## src/rtl/fas_pkg.sv

```systemverilog
package fas_pkg;
    typedef enum logic [2:0] {
        ST_IDLE,
        ST_ALIGN,
        ST_ADD,
        ST_NORM,
        ST_ROUND,
        ST_DONE
    } fas_state_t;
endpackage

```

## src/rtl/fas_align.sv

```systemverilog
// Right shift that folds every bit shifted out into the lowest (sticky) bit.
module fas_align #(
    parameter int W   = 27,
    parameter int SHW = 5
) (
    input  logic [W-1:0]   din,
    input  logic [SHW-1:0] shamt,
    output logic [W-1:0]   dout
);
    logic [W-1:0] shifted;
    logic [W-1:0] mask;
    logic         lost;

    always_comb begin
        shifted = din >> shamt;
        mask    = ~({W{1'b1}} << shamt);
        lost    = |(din & mask);
        dout    = {shifted[W-1:1], shifted[0] | lost};
    end
endmodule

```

## src/rtl/fas_lzc.sv

```systemverilog
// Leading-zero count; returns W for an all-zero input.
module fas_lzc #(
    parameter int W  = 27,
    parameter int CW = 5
) (
    input  logic [W-1:0]  din,
    output logic [CW-1:0] cnt
);
    always_comb begin
        cnt = CW'(W);
        for (int i = 0; i < W; i++) begin
            if (din[i]) cnt = CW'(W - 1 - i);
        end
    end
endmodule

```

## src/rtl/fas_round.sv

```systemverilog
// Nearest-even increment decision and significand increment.
module fas_round #(
    parameter int MW = 24
) (
    input  logic [MW-1:0] mant,
    input  logic          g,
    input  logic          r,
    input  logic          s,
    output logic [MW-1:0] mant_out,
    output logic          cout
);
    logic inc;

    assign inc              = g & (r | s | mant[0]);
    assign {cout, mant_out} = {1'b0, mant} + {{MW{1'b0}}, inc};
endmodule

```

## src/rtl/flt_addsub_seq.sv

```systemverilog
module flt_addsub_seq
    import fas_pkg::*;
#(
    parameter  int EXP_W  = 8,
    parameter  int FRAC_W = 23,
    localparam int DW     = 1 + EXP_W + FRAC_W
) (
    input  logic          clk,
    input  logic          rst_n,
    input  logic          start,
    input  logic          op_sub,
    input  logic [DW-1:0] opnd_a,
    input  logic [DW-1:0] opnd_b,
    output logic [DW-1:0] sum_out,
    output logic          ovf,
    output logic          unf,
    output logic          done
);
    localparam int SIG_W = FRAC_W + 1;          // with hidden bit
    localparam int XW    = SIG_W + 3;           // plus guard, round, sticky
    localparam int SW    = XW + 1;              // plus carry
    localparam int EW    = EXP_W + 2;           // signed working exponent
    localparam int SHW   = $clog2(XW + 1);
    localparam int EMAX  = (1 << EXP_W) - 1;
    localparam logic signed [EW-1:0] EMAX_S = EW'(EMAX);

    fas_state_t state, state_nx;
    logic       accept;

    // ---------------- state register ----------------
    always_ff @(posedge clk or negedge rst_n) begin
        if (!rst_n) state <= ST_IDLE;
        else        state <= state_nx;
    end

    always_comb begin
        state_nx = state;
        unique case (state)
            ST_IDLE, ST_DONE: state_nx = start ? ST_ALIGN : ST_IDLE;
            ST_ALIGN:         state_nx = ST_ADD;
            ST_ADD:           state_nx = ST_NORM;
            ST_NORM:          state_nx = ST_ROUND;
            ST_ROUND:         state_nx = ST_DONE;
            default:          state_nx = ST_IDLE;
        endcase
    end

    assign accept = (state == ST_IDLE) || (state == ST_DONE);

    // ---------------- captured operands ----------------
    logic [DW-1:0] a_q, b_q;

    // ---------------- ALIGN stage logic ----------------
    logic               sa, sb, a_spec, b_spec, swap;
    logic [EXP_W-1:0]   ea, eb, big_e, sml_e, ediff;
    logic [SIG_W-1:0]   ma, mb, big_m, sml_m;
    logic               big_s, sml_s;
    logic [SHW-1:0]     shamt;
    logic [XW-1:0]      sml_x;

    always_comb begin
        sa     = a_q[DW-1];
        sb     = b_q[DW-1];
        ea     = a_q[DW-2:FRAC_W];
        eb     = b_q[DW-2:FRAC_W];
        a_spec = &ea;
        b_spec = &eb;
        ma     = (ea == '0) ? '0 : {1'b1, a_q[FRAC_W-1:0]};
        mb     = (eb == '0) ? '0 : {1'b1, b_q[FRAC_W-1:0]};
        swap   = eb > ea;
        big_e  = swap ? eb : ea;
        sml_e  = swap ? ea : eb;
        big_m  = swap ? mb : ma;
        sml_m  = swap ? ma : mb;
        big_s  = swap ? sb : sa;
        sml_s  = swap ? sa : sb;
        ediff  = big_e - sml_e;
        shamt  = (32'(ediff) > XW) ? SHW'(XW) : ediff[SHW-1:0];
    end

    fas_align #(.W(XW), .SHW(SHW)) u_align (
        .din   ({sml_m, 3'b000}),
        .shamt (shamt),
        .dout  (sml_x)
    );

    logic [XW-1:0]    xa_q, xb_q;
    logic             sa_q, sb_q, spec_q;
    logic [EXP_W-1:0] e_q;
    logic [DW-1:0]    spec_v_q;

    // ---------------- ADD stage logic ----------------
    logic [SW-1:0] sum_c, sum_q;
    logic          sgn_c, sgn_q;

    always_comb begin
        if (sa_q == sb_q) begin
            sum_c = {1'b0, xa_q} + {1'b0, xb_q};
            sgn_c = sa_q;
        end else if (xa_q >= xb_q) begin
            sum_c = {1'b0, xa_q - xb_q};
            sgn_c = sa_q;
        end else begin
            sum_c = {1'b0, xb_q - xa_q};
            sgn_c = sb_q;
        end
    end

    // ---------------- NORM stage logic ----------------
    logic [SHW-1:0]       lz;
    logic [XW-1:0]        norm_c, norm_q;
    logic signed [EW-1:0] nexp_c, nexp_q;
    logic                 zero_q;

    fas_lzc #(.W(XW), .CW(SHW)) u_lzc (
        .din (sum_q[XW-1:0]),
        .cnt (lz)
    );

    always_comb begin
        if (sum_q[SW-1]) begin
            norm_c = {sum_q[SW-1:2], |sum_q[1:0]};
            nexp_c = $signed({2'b00, e_q}) + EW'(1);
        end else begin
            norm_c = sum_q[XW-1:0] << lz;
            nexp_c = $signed({2'b00, e_q}) - $signed(EW'(lz));
        end
    end

    // ---------------- ROUND stage logic ----------------
    logic [SIG_W-1:0]     rm;
    logic                 rc;
    logic signed [EW-1:0] fexp;
    logic [DW-1:0]        res_c;
    logic                 ovf_c, unf_c;

    fas_round #(.MW(SIG_W)) u_round (
        .mant     (norm_q[XW-1:3]),
        .g        (norm_q[2]),
        .r        (norm_q[1]),
        .s        (norm_q[0]),
        .mant_out (rm),
        .cout     (rc)
    );

    always_comb begin
        fexp  = nexp_q + $signed({{(EW-1){1'b0}}, rc});
        ovf_c = 1'b0;
        unf_c = 1'b0;
        if (spec_q) begin
            res_c = spec_v_q;
        end else if (zero_q) begin
            res_c = '0;
        end else if (nexp_q < 1) begin
            res_c = {sgn_q, {(DW-1){1'b0}}};
            unf_c = 1'b1;
        end else if (fexp >= EMAX_S) begin
            res_c = {sgn_q, {EXP_W{1'b1}}, {FRAC_W{1'b0}}};
            ovf_c = 1'b1;
        end else begin
            res_c = {sgn_q, fexp[EXP_W-1:0], rc ? {FRAC_W{1'b0}} : rm[FRAC_W-1:0]};
        end
    end

    // ---------------- stage registers ----------------
    always_ff @(posedge clk or negedge rst_n) begin
        if (!rst_n) begin
            a_q      <= '0;
            b_q      <= '0;
            xa_q     <= '0;
            xb_q     <= '0;
            sa_q     <= 1'b0;
            sb_q     <= 1'b0;
            e_q      <= '0;
            spec_q   <= 1'b0;
            spec_v_q <= '0;
            sum_q    <= '0;
            sgn_q    <= 1'b0;
            norm_q   <= '0;
            nexp_q   <= '0;
            zero_q   <= 1'b0;
        end else begin
            if (accept && start) begin
                a_q <= opnd_a;
                b_q <= {opnd_b[DW-1] ^ op_sub, opnd_b[DW-2:0]};
            end
            if (state == ST_ALIGN) begin
                xa_q     <= {big_m, 3'b000};
                xb_q     <= sml_x;
                sa_q     <= big_s;
                sb_q     <= sml_s;
                e_q      <= big_e;
                spec_q   <= a_spec | b_spec;
                spec_v_q <= a_spec ? a_q : b_q;
            end
            if (state == ST_ADD) begin
                sum_q <= sum_c;
                sgn_q <= sgn_c;
            end
            if (state == ST_NORM) begin
                norm_q <= norm_c;
                nexp_q <= nexp_c;
                zero_q <= (sum_q == '0);
            end
        end
    end

    // ---------------- outputs ----------------
    always_ff @(posedge clk or negedge rst_n) begin
        if (!rst_n) begin
            sum_out <= '0;
            ovf     <= 1'b0;
            unf     <= 1'b0;
        end else if (state == ST_ROUND) begin
            sum_out <= res_c;
            ovf     <= ovf_c;
            unf     <= unf_c;
        end
    end

    assign done = (state == ST_DONE);
endmodule

```

## config.mk

```make
export PLATFORM = sky130hd
export DESIGN_NAME = flt_addsub_seq
export DESIGN_NICKNAME = d
export VERILOG_FILES = /design/src/rtl/fas_pkg.sv /design/src/rtl/fas_align.sv /design/src/rtl/fas_lzc.sv /design/src/rtl/fas_round.sv /design/src/rtl/flt_addsub_seq.sv
export SDC_FILE = /design/constraint.sdc
export NUM_CORES = 1
export LEC_CHECK = 0
export ABC_AREA = 1
export BUFFER_PORTS_ARGS = -buffer_cell sky130_fd_sc_hd__clkbuf_2
export CAP_MARGIN = 30
export CORE_MARGIN = 4
export CORE_UTILIZATION = 40
export DETAILED_ROUTE_END_ITERATION = 10
export SLEW_MARGIN = 20
export SYNTH_ARGS = -nofsm -noshare
export SYNTH_HDL_FRONTEND = slang
export SYNTH_HIERARCHICAL = 1
export SYNTH_SLANG_ARGS = --single-unit
export TNS_END_PERCENT = 5
```

## constraint.sdc

```tcl
create_clock -name clk -period 4.45 [get_ports clk]
set_input_delay 0.2225 -clock clk [delete_from_list [all_inputs] [get_ports clk]]
set_output_delay 0.2225 -clock clk [all_outputs]
set_load 0.005 [all_outputs]
```

**Word level (Yosys, flattened, before mapping)**

Cells that the tools add are included.

- Flip-flop bits (word level): 262
- Output and inout port bits: 35
- Bits of input ports: 68

- Bitwise gates (word level): 8
- Order comparisons: 5
- Shift operators: 3
- Reduce and logical (&&, ||, !) cells: 11
- Equality and inequality tests: 6
- Add/subtract/negate cells: 8
- Muxes and demuxes: 57

Operators with widths:

| kind | number |
|---|---|
| $mux W24 | 4 |
| $mux W32 | 3 |
| $mux W5 | 17 |
| $mux W31 | 2 |
| $mux W27 | 2 |
| $sub A27 B27 Y27 | 2 |
| $mux W4 | 8 |
| $add A27 B27 Y28 | 1 |
| $logic_not A28 Y1 | 1 |
| $mux W28 | 1 |
| $and A27 B27 Y27 | 1 |
| $ge A27 B27 Y1 | 1 |
| $not A27 Y27 | 1 |
| $reduce_or A27 Y1 | 1 |
| $shl A27 B5 Y27 | 1 |
| $shl A27 B5 Y27 const A | 1 |
| $shr A27 B5 Y27 | 1 |
| $add A24 B1 Y25 | 1 |
| $mux W23 | 1 |
| $logic_not A8 Y1 | 2 |
| $mux W8 | 2 |
| $reduce_and A8 Y1 | 2 |
| $pmux W3 S5 | 1 |
| $mux W1 | 13 |
| 21 further kinds | 28 |

**Logic depth before layout (Yosys ltp)**

Gate-level depths: netlist of run 1.

- Word-level depth: 29
- Gate-level depth with buffers: 39
- Mapped depth without buffers: 38

**Hierarchy**

The synthesis of run 1 kept the hierarchy.

By module, submodules not included:

| module | cells each | instances | area each (µm²) | seq. area each (µm²) |
|---|---|---|---|---|
| flt_addsub_seq | 2548 | 1 | 18057.3 | 6556.3 |
| fas_align | 361 | 1 | 1617.8 | 0.0 |
| fas_round | 130 | 1 | 638.1 | 0.0 |
| fas_lzc | 80 | 1 | 352.8 | 0.0 |

**Worst setup path after synthesis of run 1**

OpenSTA, ideal clock, no wires.

- Kind: reg-to-reg
- Start: register a_q[28]
- End: register xb_q[0]
- Data arrival time: 3361 ps
- Period minus slack after synthesis: 3491 ps
- Path buffers: 1
- Path slack: 959 ps
- Setup time: 130 ps
- Cell stages (with the launch flop): 29
- Data required time: 4320 ps
- Cell sequence: dfrtp_1 -> inv_1 -> ha_1 -> nand2_1 -> nor2_2 -> nand4_2 -> nand3_1 -> nand3_1 -> ha_1 -> inv_1 -> nand2_1 -> nand2_1 -> nand3_1 -> nand2_1 -> nand2_1 -> nand3_1 -> nand4_1 -> buf_4 -> or2_2 -> nand3_1 -> nand2_1 -> nand2_1 -> nand2_1 -> nor2_1 -> nand2_1 -> nor2_1 -> nand2_1 -> nand2_1 -> o21ai_0

- Word-level cells in the longest chain between the ends: 10

RTL lines:

| item | line | source |
|---|---|---|
| from (decl) | flt_addsub_seq.sv:51 | `logic [DW-1:0] a_q, b_q;` |
| from (signal assigned) | flt_addsub_seq.sv:184 | `a_q <= opnd_a;` |
| $gt A8 B8 Y1 | flt_addsub_seq.sv:70 | `swap = eb > ea;` |
| $mux W8 (on tied branches) | flt_addsub_seq.sv:71, flt_addsub_seq.sv:72 |  |
| $sub A8 B8 Y8 * | flt_addsub_seq.sv:77 | `ediff = big_e - sml_e;` |
| $gt A8 B5 Y1 | flt_addsub_seq.sv:78 | `shamt = (32'(ediff) > XW) ? SHW'(XW) : ediff[SHW-1:0];` |
| $mux W5 * | flt_addsub_seq.sv:78 |  |
| net shamt[0] | flt_addsub_seq.sv:58 | `logic [SHW-1:0] shamt;` |
| $shl A27 B5 Y27 | fas_align.sv:16 | `mask = ~({W{1'b1}} << shamt);` |
| $not A27 Y27 | fas_align.sv:16 |  |
| $and A27 B27 Y27 | fas_align.sv:17 | `lost = \|(din & mask);` |
| $reduce_or A27 Y1 | fas_align.sv:17 |  |
| $or A1 B1 Y1 * | fas_align.sv:18 | `dout = {shifted[W-1:1], shifted[0] \| lost};` |
| net sml_x[0] | flt_addsub_seq.sv:59 | `logic [XW-1:0] sml_x;` |
| to (signal assigned) | flt_addsub_seq.sv:189 | `xb_q <= sml_x;` |
| to (decl) | flt_addsub_seq.sv:87 | `logic [XW-1:0] xa_q, xb_q;` |

The timed path passes the listed nets; every way through them passes the cells marked *.
A chain may end at the register's enable or synchronous reset.

**Worst setup path after layout of run 1**

- Start: register a_q[25]
- End: register xb_q[16]

- Word-level cells in the longest chain between the ends: 6

RTL lines:

| item | line | source |
|---|---|---|
| $gt A8 B8 Y1 | flt_addsub_seq.sv:70 |  |
| $mux W8 (on tied branches) | flt_addsub_seq.sv:71, flt_addsub_seq.sv:72 |  |
| $sub A8 B8 Y8 * | flt_addsub_seq.sv:77 |  |
| $gt A8 B5 Y1 | flt_addsub_seq.sv:78 |  |
| $mux W5 * | flt_addsub_seq.sv:78 |  |
| net shamt[1] | flt_addsub_seq.sv:58 |  |
| $shr A27 B5 Y27 * | fas_align.sv:15 | `shifted = din >> shamt;` |
| net sml_x[16] | flt_addsub_seq.sv:59 |  |

Marked as above.

==> flow_summary.toml, run 1 <==
[setup_path]
cp_num_buf_inv = 7
end_kind = "flip-flop"
crit_family = "simple AND/OR/NAND/NOR gates"
max_stage_delay_ns = 0.39
crit_fanout = 14
crit_top_cell = "nand2_1"
critPathLaunchType = "flip-flop"
worstSetupPathType = "reg -> reg"
slowest_stage = "dfrtp_1"
critPathArrivalTime_ns = 4.57
cp_data_required_time_ns = 4.91

[finish]
final_cell_mix = "nand2_1, inv_1, o21ai_0"
nets = 3438
multi_input_area_um2 = 12100
layout_commonest_cell = "nand2_1"
final_area_um2 = 24100
syn_to_final_growth_pct = 16.9
drive_gt1_share_pct = 10.1
ff_latch_area_um2 = 6560
fillers = 5180

[floorplanning]
initial_core_util_pct = 40.8
core_um2 = 50600
die_height_um = 235
pin_count = 103
die-area_um2 = 55300
placementRows = 82
fp.dieW_um = 235

[drt]
ant_nets = 0
wl_per_cell_um = 20.2
dr.first_iter.drc_count = 2191
vias = 21978
route.detailed.drc = 0
firstDrtPassIters = 6
totalWireLength_um = 80300
avgViaCountPerCell = 5.53

[global_route]
antenna_found_initial = 3
grt_overflow = 0
grt_pass1_vias = 20673
grt_max_degree = 124
grt_pass1_wl_um = 123000
groute.usage.overall_pct = 27.7

[timing]
setup_violations = 0
fin_crit_sh_pct = 92.3
finalHoldViolCount = 0
rsz0062_at_grt = "false"
fin_ws_ns = 0.342
finalClockSkew_ns = 0.0168
worst_pin_slew_ns = 0.963
slew_viol_final = 0
clock.fmax_mhz = 243
max_slew_margin_pct = 35.8
worst_hold_slack_ns = 0.154
finalSetupTns_ns = 0
fin_crit_ns = 4.11

[cts]
worstSkewPairLatency_ns = 0.60
cts_root_buf = "clkbuf_16"
cts_tree = "built"
clk_pin_slew_ns = 0.06
tritoncts_num_sinks = 262
htree_levels = 1
clock_path_buffers = 3
numCtsBuffers = 31

[placed_design]
place_ws_ns = 0.110
post_dp_cell_area_um2 = 22200
io_buffers = 102
dp_hpwl_um = 61600
globalplace.congestion = 1.01

[yosys]
syn_inst = 3110
syn_area_per_cell_um2 = 6.63
syn_area_um2 = 20600
ys_warn_count = 6

[flow_run]
max_cap_violations = 0

[run_status]
outcome = "completed"

[worst_hold_path]
min_path_type = "in -> reg"
[path summary, 6_finish.rpt]
check / startpoint / endpoint / cells past startpoint / slack (ns)
min reg2reg: spec_v_q[18] / spec_v_q[18] / 2 / 0.48
max in group asynchronous: rst_n / e_q[4] / 3 / 3.10
max reg2reg: a_q[25] / xb_q[16] / 28 / 0.34
min: start / b_q[31] / 5 / 0.15
max: a_q[25] / xb_q[16] / 28 / 0.34
min in group asynchronous: rst_n / norm_q[10] / 2 / 0.26
[flip-flops by register name, summed over array words and instances (netlist names), 3 cells and up]
name / count
a_q: 32
b_q: 32
spec_v_q: 32
sum_out: 32
sum_q: 28
norm_q: 27
xb_q: 27
xa_q: 24
nexp_q: 10
e_q: 8
state: 3
[worst register-to-register path: cells and delay by family (launching register included)]
family | cells | cell delay [ns]
XOR/XNOR | 1 | 0.24
AND/OR/NAND/NOR | 16 | 1.51
flip-flops | 1 | 0.39
adder cells (fa/ha/maj) | 2 | 0.60
buffers and inverters | 7 | 0.96
AO/OA/AOI/OAI | 2 | 0.32
[cell type report]
type | count | share of cell area (%)
timing repair buffer | 289 | 8.97
antenna | 1 | 0.0104
clock buffer | 47 | 3.80
inverter | 362 | 5.70
sequential | 262 | 27.2
multi-input combinational | 2332 | 50.2
clock inverter | 9 | 0.612
tap | 672 | 3.49
[metrics by stage]
stage	cells	util (%)
finish	3974	47.7
global route	3974	47.7
CTS	3967	47.4
detailed placement	3845	44.0
global placement	3844	43.9
floorplan	3115	-
[metal layers]
layer  GRT usage [%]  share of wire (%)  up-vias
li1                -                  -    10539
met1            39.4                 44    10473
met2            44.7                 46      842
met3            3.56                6.7      122
met4            7.50                3.0        2
met5               0              0.016        -
[what timing repair did]
item                                    4_1_cts  5_1_grt
hold endpoints to repair                    175        0
gates resized for setup                       0       19
endpoints found under the setup margin        0       23
hold buffers                                 66        0
setup buffers                                 0        6
Power of run 1 is left out: the tool's default activity adds up to more than one toggle a clock period on the data nets, which glitch-free logic cannot reach.
==> inputs of run 2 (changes only) <==
--- a/config.mk
+++ b/config.mk
@@ -11,6 +11,7 @@
 export CORE_MARGIN = 4
 export CORE_UTILIZATION = 40
 export DETAILED_ROUTE_END_ITERATION = 10
+export PLACE_DENSITY = 0.65
 export SLEW_MARGIN = 20
 export SYNTH_ARGS = -nofsm -noshare
 export SYNTH_HDL_FRONTEND = slang
==> run 2 against run 1 <==
Against the previous run:
- flip-flop and latch count did not move
- clock-buffer cell count shrank 8
- die area unchanged
==> flow_summary.toml, run 2 (same netlist as run 1, synthesis figures left out) <==
[global_route]
grt_pass1_wl_um = 116000
groute.usage.overall_pct = 25.9
grt_max_degree = 112
grt_overflow = 0
antenna_found_initial = 2
grt_pass1_vias = 20103

[setup_path]
worst-path-stages = 28
end_kind = "flip-flop"
crit_top_cell = "nand2_1"
max_stage_delay_ns = 0.44
cp_num_buf_inv = 3
critPathLaunchType = "flip-flop"
critPathArrivalTime_ns = 4.56
slowest_stage = "dfrtp_1"
cp_data_required_time_ns = 4.91
crit_fanout = 16
worstSetupPathType = "reg -> reg"
crit_family = "simple AND/OR/NAND/NOR gates"
ff2ff_path_depth = 28

[drt]
dr.first_iter.drc_count = 2293
ant_nets = 0
firstDrtPassIters = 6
wl_per_cell_um = 19.1
route.detailed.drc = 0
totalWireLength_um = 75100
vias = 21387
avgViaCountPerCell = 5.44

[worst_hold_path]
min_path_type = "in -> reg"
min_path_cells = 3

[floorplanning]
placementRows = 82
die_height_um = 235
initial_core_util_pct = 40.8
fp.dieW_um = 235
pin_count = 103
die-area_um2 = 55300
core_um2 = 50600

[cts]
clk_pin_slew_ns = 0.06
tritoncts_num_sinks = 262
cts_root_buf = "clkbuf_16"
numCtsBuffers = 29
cts_tree = "built"
htree_levels = 1
worstSkewPairLatency_ns = 0.59
clock_path_buffers = 3

[timing]
max_slew_margin_pct = 27.3
setup_violations = 0
fin_crit_sh_pct = 92.2
finalClockSkew_ns = 0.0144
clock.fmax_mhz = 244
fin_crit_ns = 4.10
slew_viol_final = 0
worst_pin_slew_ns = 1.08
finalHoldViolCount = 0
fin_ws_ns = 0.348

[flow_run]
max_cap_violations = 0

[finish]
multi_input_area_um2 = 12100
final_cell_mix = "nand2_1, inv_1, o21ai_0"
nets = 3401
final_area_um2 = 23800
layout_commonest_cell = "nand2_1"
drive_gt1_share_pct = 9.32
fillers = 5171
ff_latch_area_um2 = 6560
syn_to_final_growth_pct = 15.4

[placed_design]
post_dp_cell_area_um2 = 21900
place_ws_ns = 0.170
io_buffers = 102
dp_hpwl_um = 56900
globalplace.congestion = 1.02

[run_status]
outcome = "completed"
==> run 2: cell count changes in the layout (fill, tap and decap cells not counted), moves of 3 or more <==
cell,delta
nor2_4,+3
buf_4,-36
buf_6,-4
clkinv_2,+4
clkbuf_1,-6
ha_4,-3
==> run 2: worst paths after layout <==
check                                    to  slack, ns         from
worst max-delay path               xb_q[17]       0.35      b_q[29]
worst max register to register     xb_q[17]       0.35      b_q[29]
max in group asynchronous           a_q[14]       3.01        rst_n
worst min-delay path                b_q[31]       0.02       op_sub
min in group asynchronous        norm_q[14]       0.29        rst_n
worst min register to register  spec_v_q[1]       0.48  spec_v_q[1]
==> run 2: timing repair <==
| action | in CTS | in global routing |
|---|---|---|
| hold endpoints to repair | 172 | 0 |
| hold buffers | 65 | 0 |
| buffers inserted | 0 | 6 |
| setup endpoints to repair | 0 | 23 |
| resized for setup | 0 | 20 |
==> run 2: tightest hold or removal path, stage by stage <==
cell and delay (ns):
clkbuf_2 0.08, xnor2_1 0.10, o21ai_0 0.16
==> run 2: layer usage <==
| layer | GRT usage (%) | part of all wire, % | vias up |
|---|---|---|---|
| met5 | 0 | 0.017 | - |
| met4 | 10.9 | 4.9 | 2 |
| met3 | 4.64 | 7.9 | 192 |
| met2 | 39.8 | 43 | 845 |
| met1 | 36.2 | 44 | 9883 |
| li1 | - | - | 10465 |
==> run 2: final cells by class <==
cell class,instances,share of cell area (%)
clock inverter,12,0.783
multi-input combinational,2332,50.8
tap,672,3.53
timing repair inverter,1,0.0210
inverter,362,5.81
antenna,1,0.0105
clock buffer,39,3.54
sequential,262,27.5
timing repair buffer,253,7.99
==> run 2: stage by stage <==
step	TNS [ns]	utilization, %	std cells	hold slack [ns]
floorplan	0	-	3115	-0.0731
global placement	0	43.4	3805	0.376
detailed placement	0	43.4	3806	0.386
CTS	0	46.7	3922	0.0110
global route	-0.0476	47.1	3934	0.0330
finish	0	47.1	3934	0.0204
Power of run 2 is left out for the same reason.
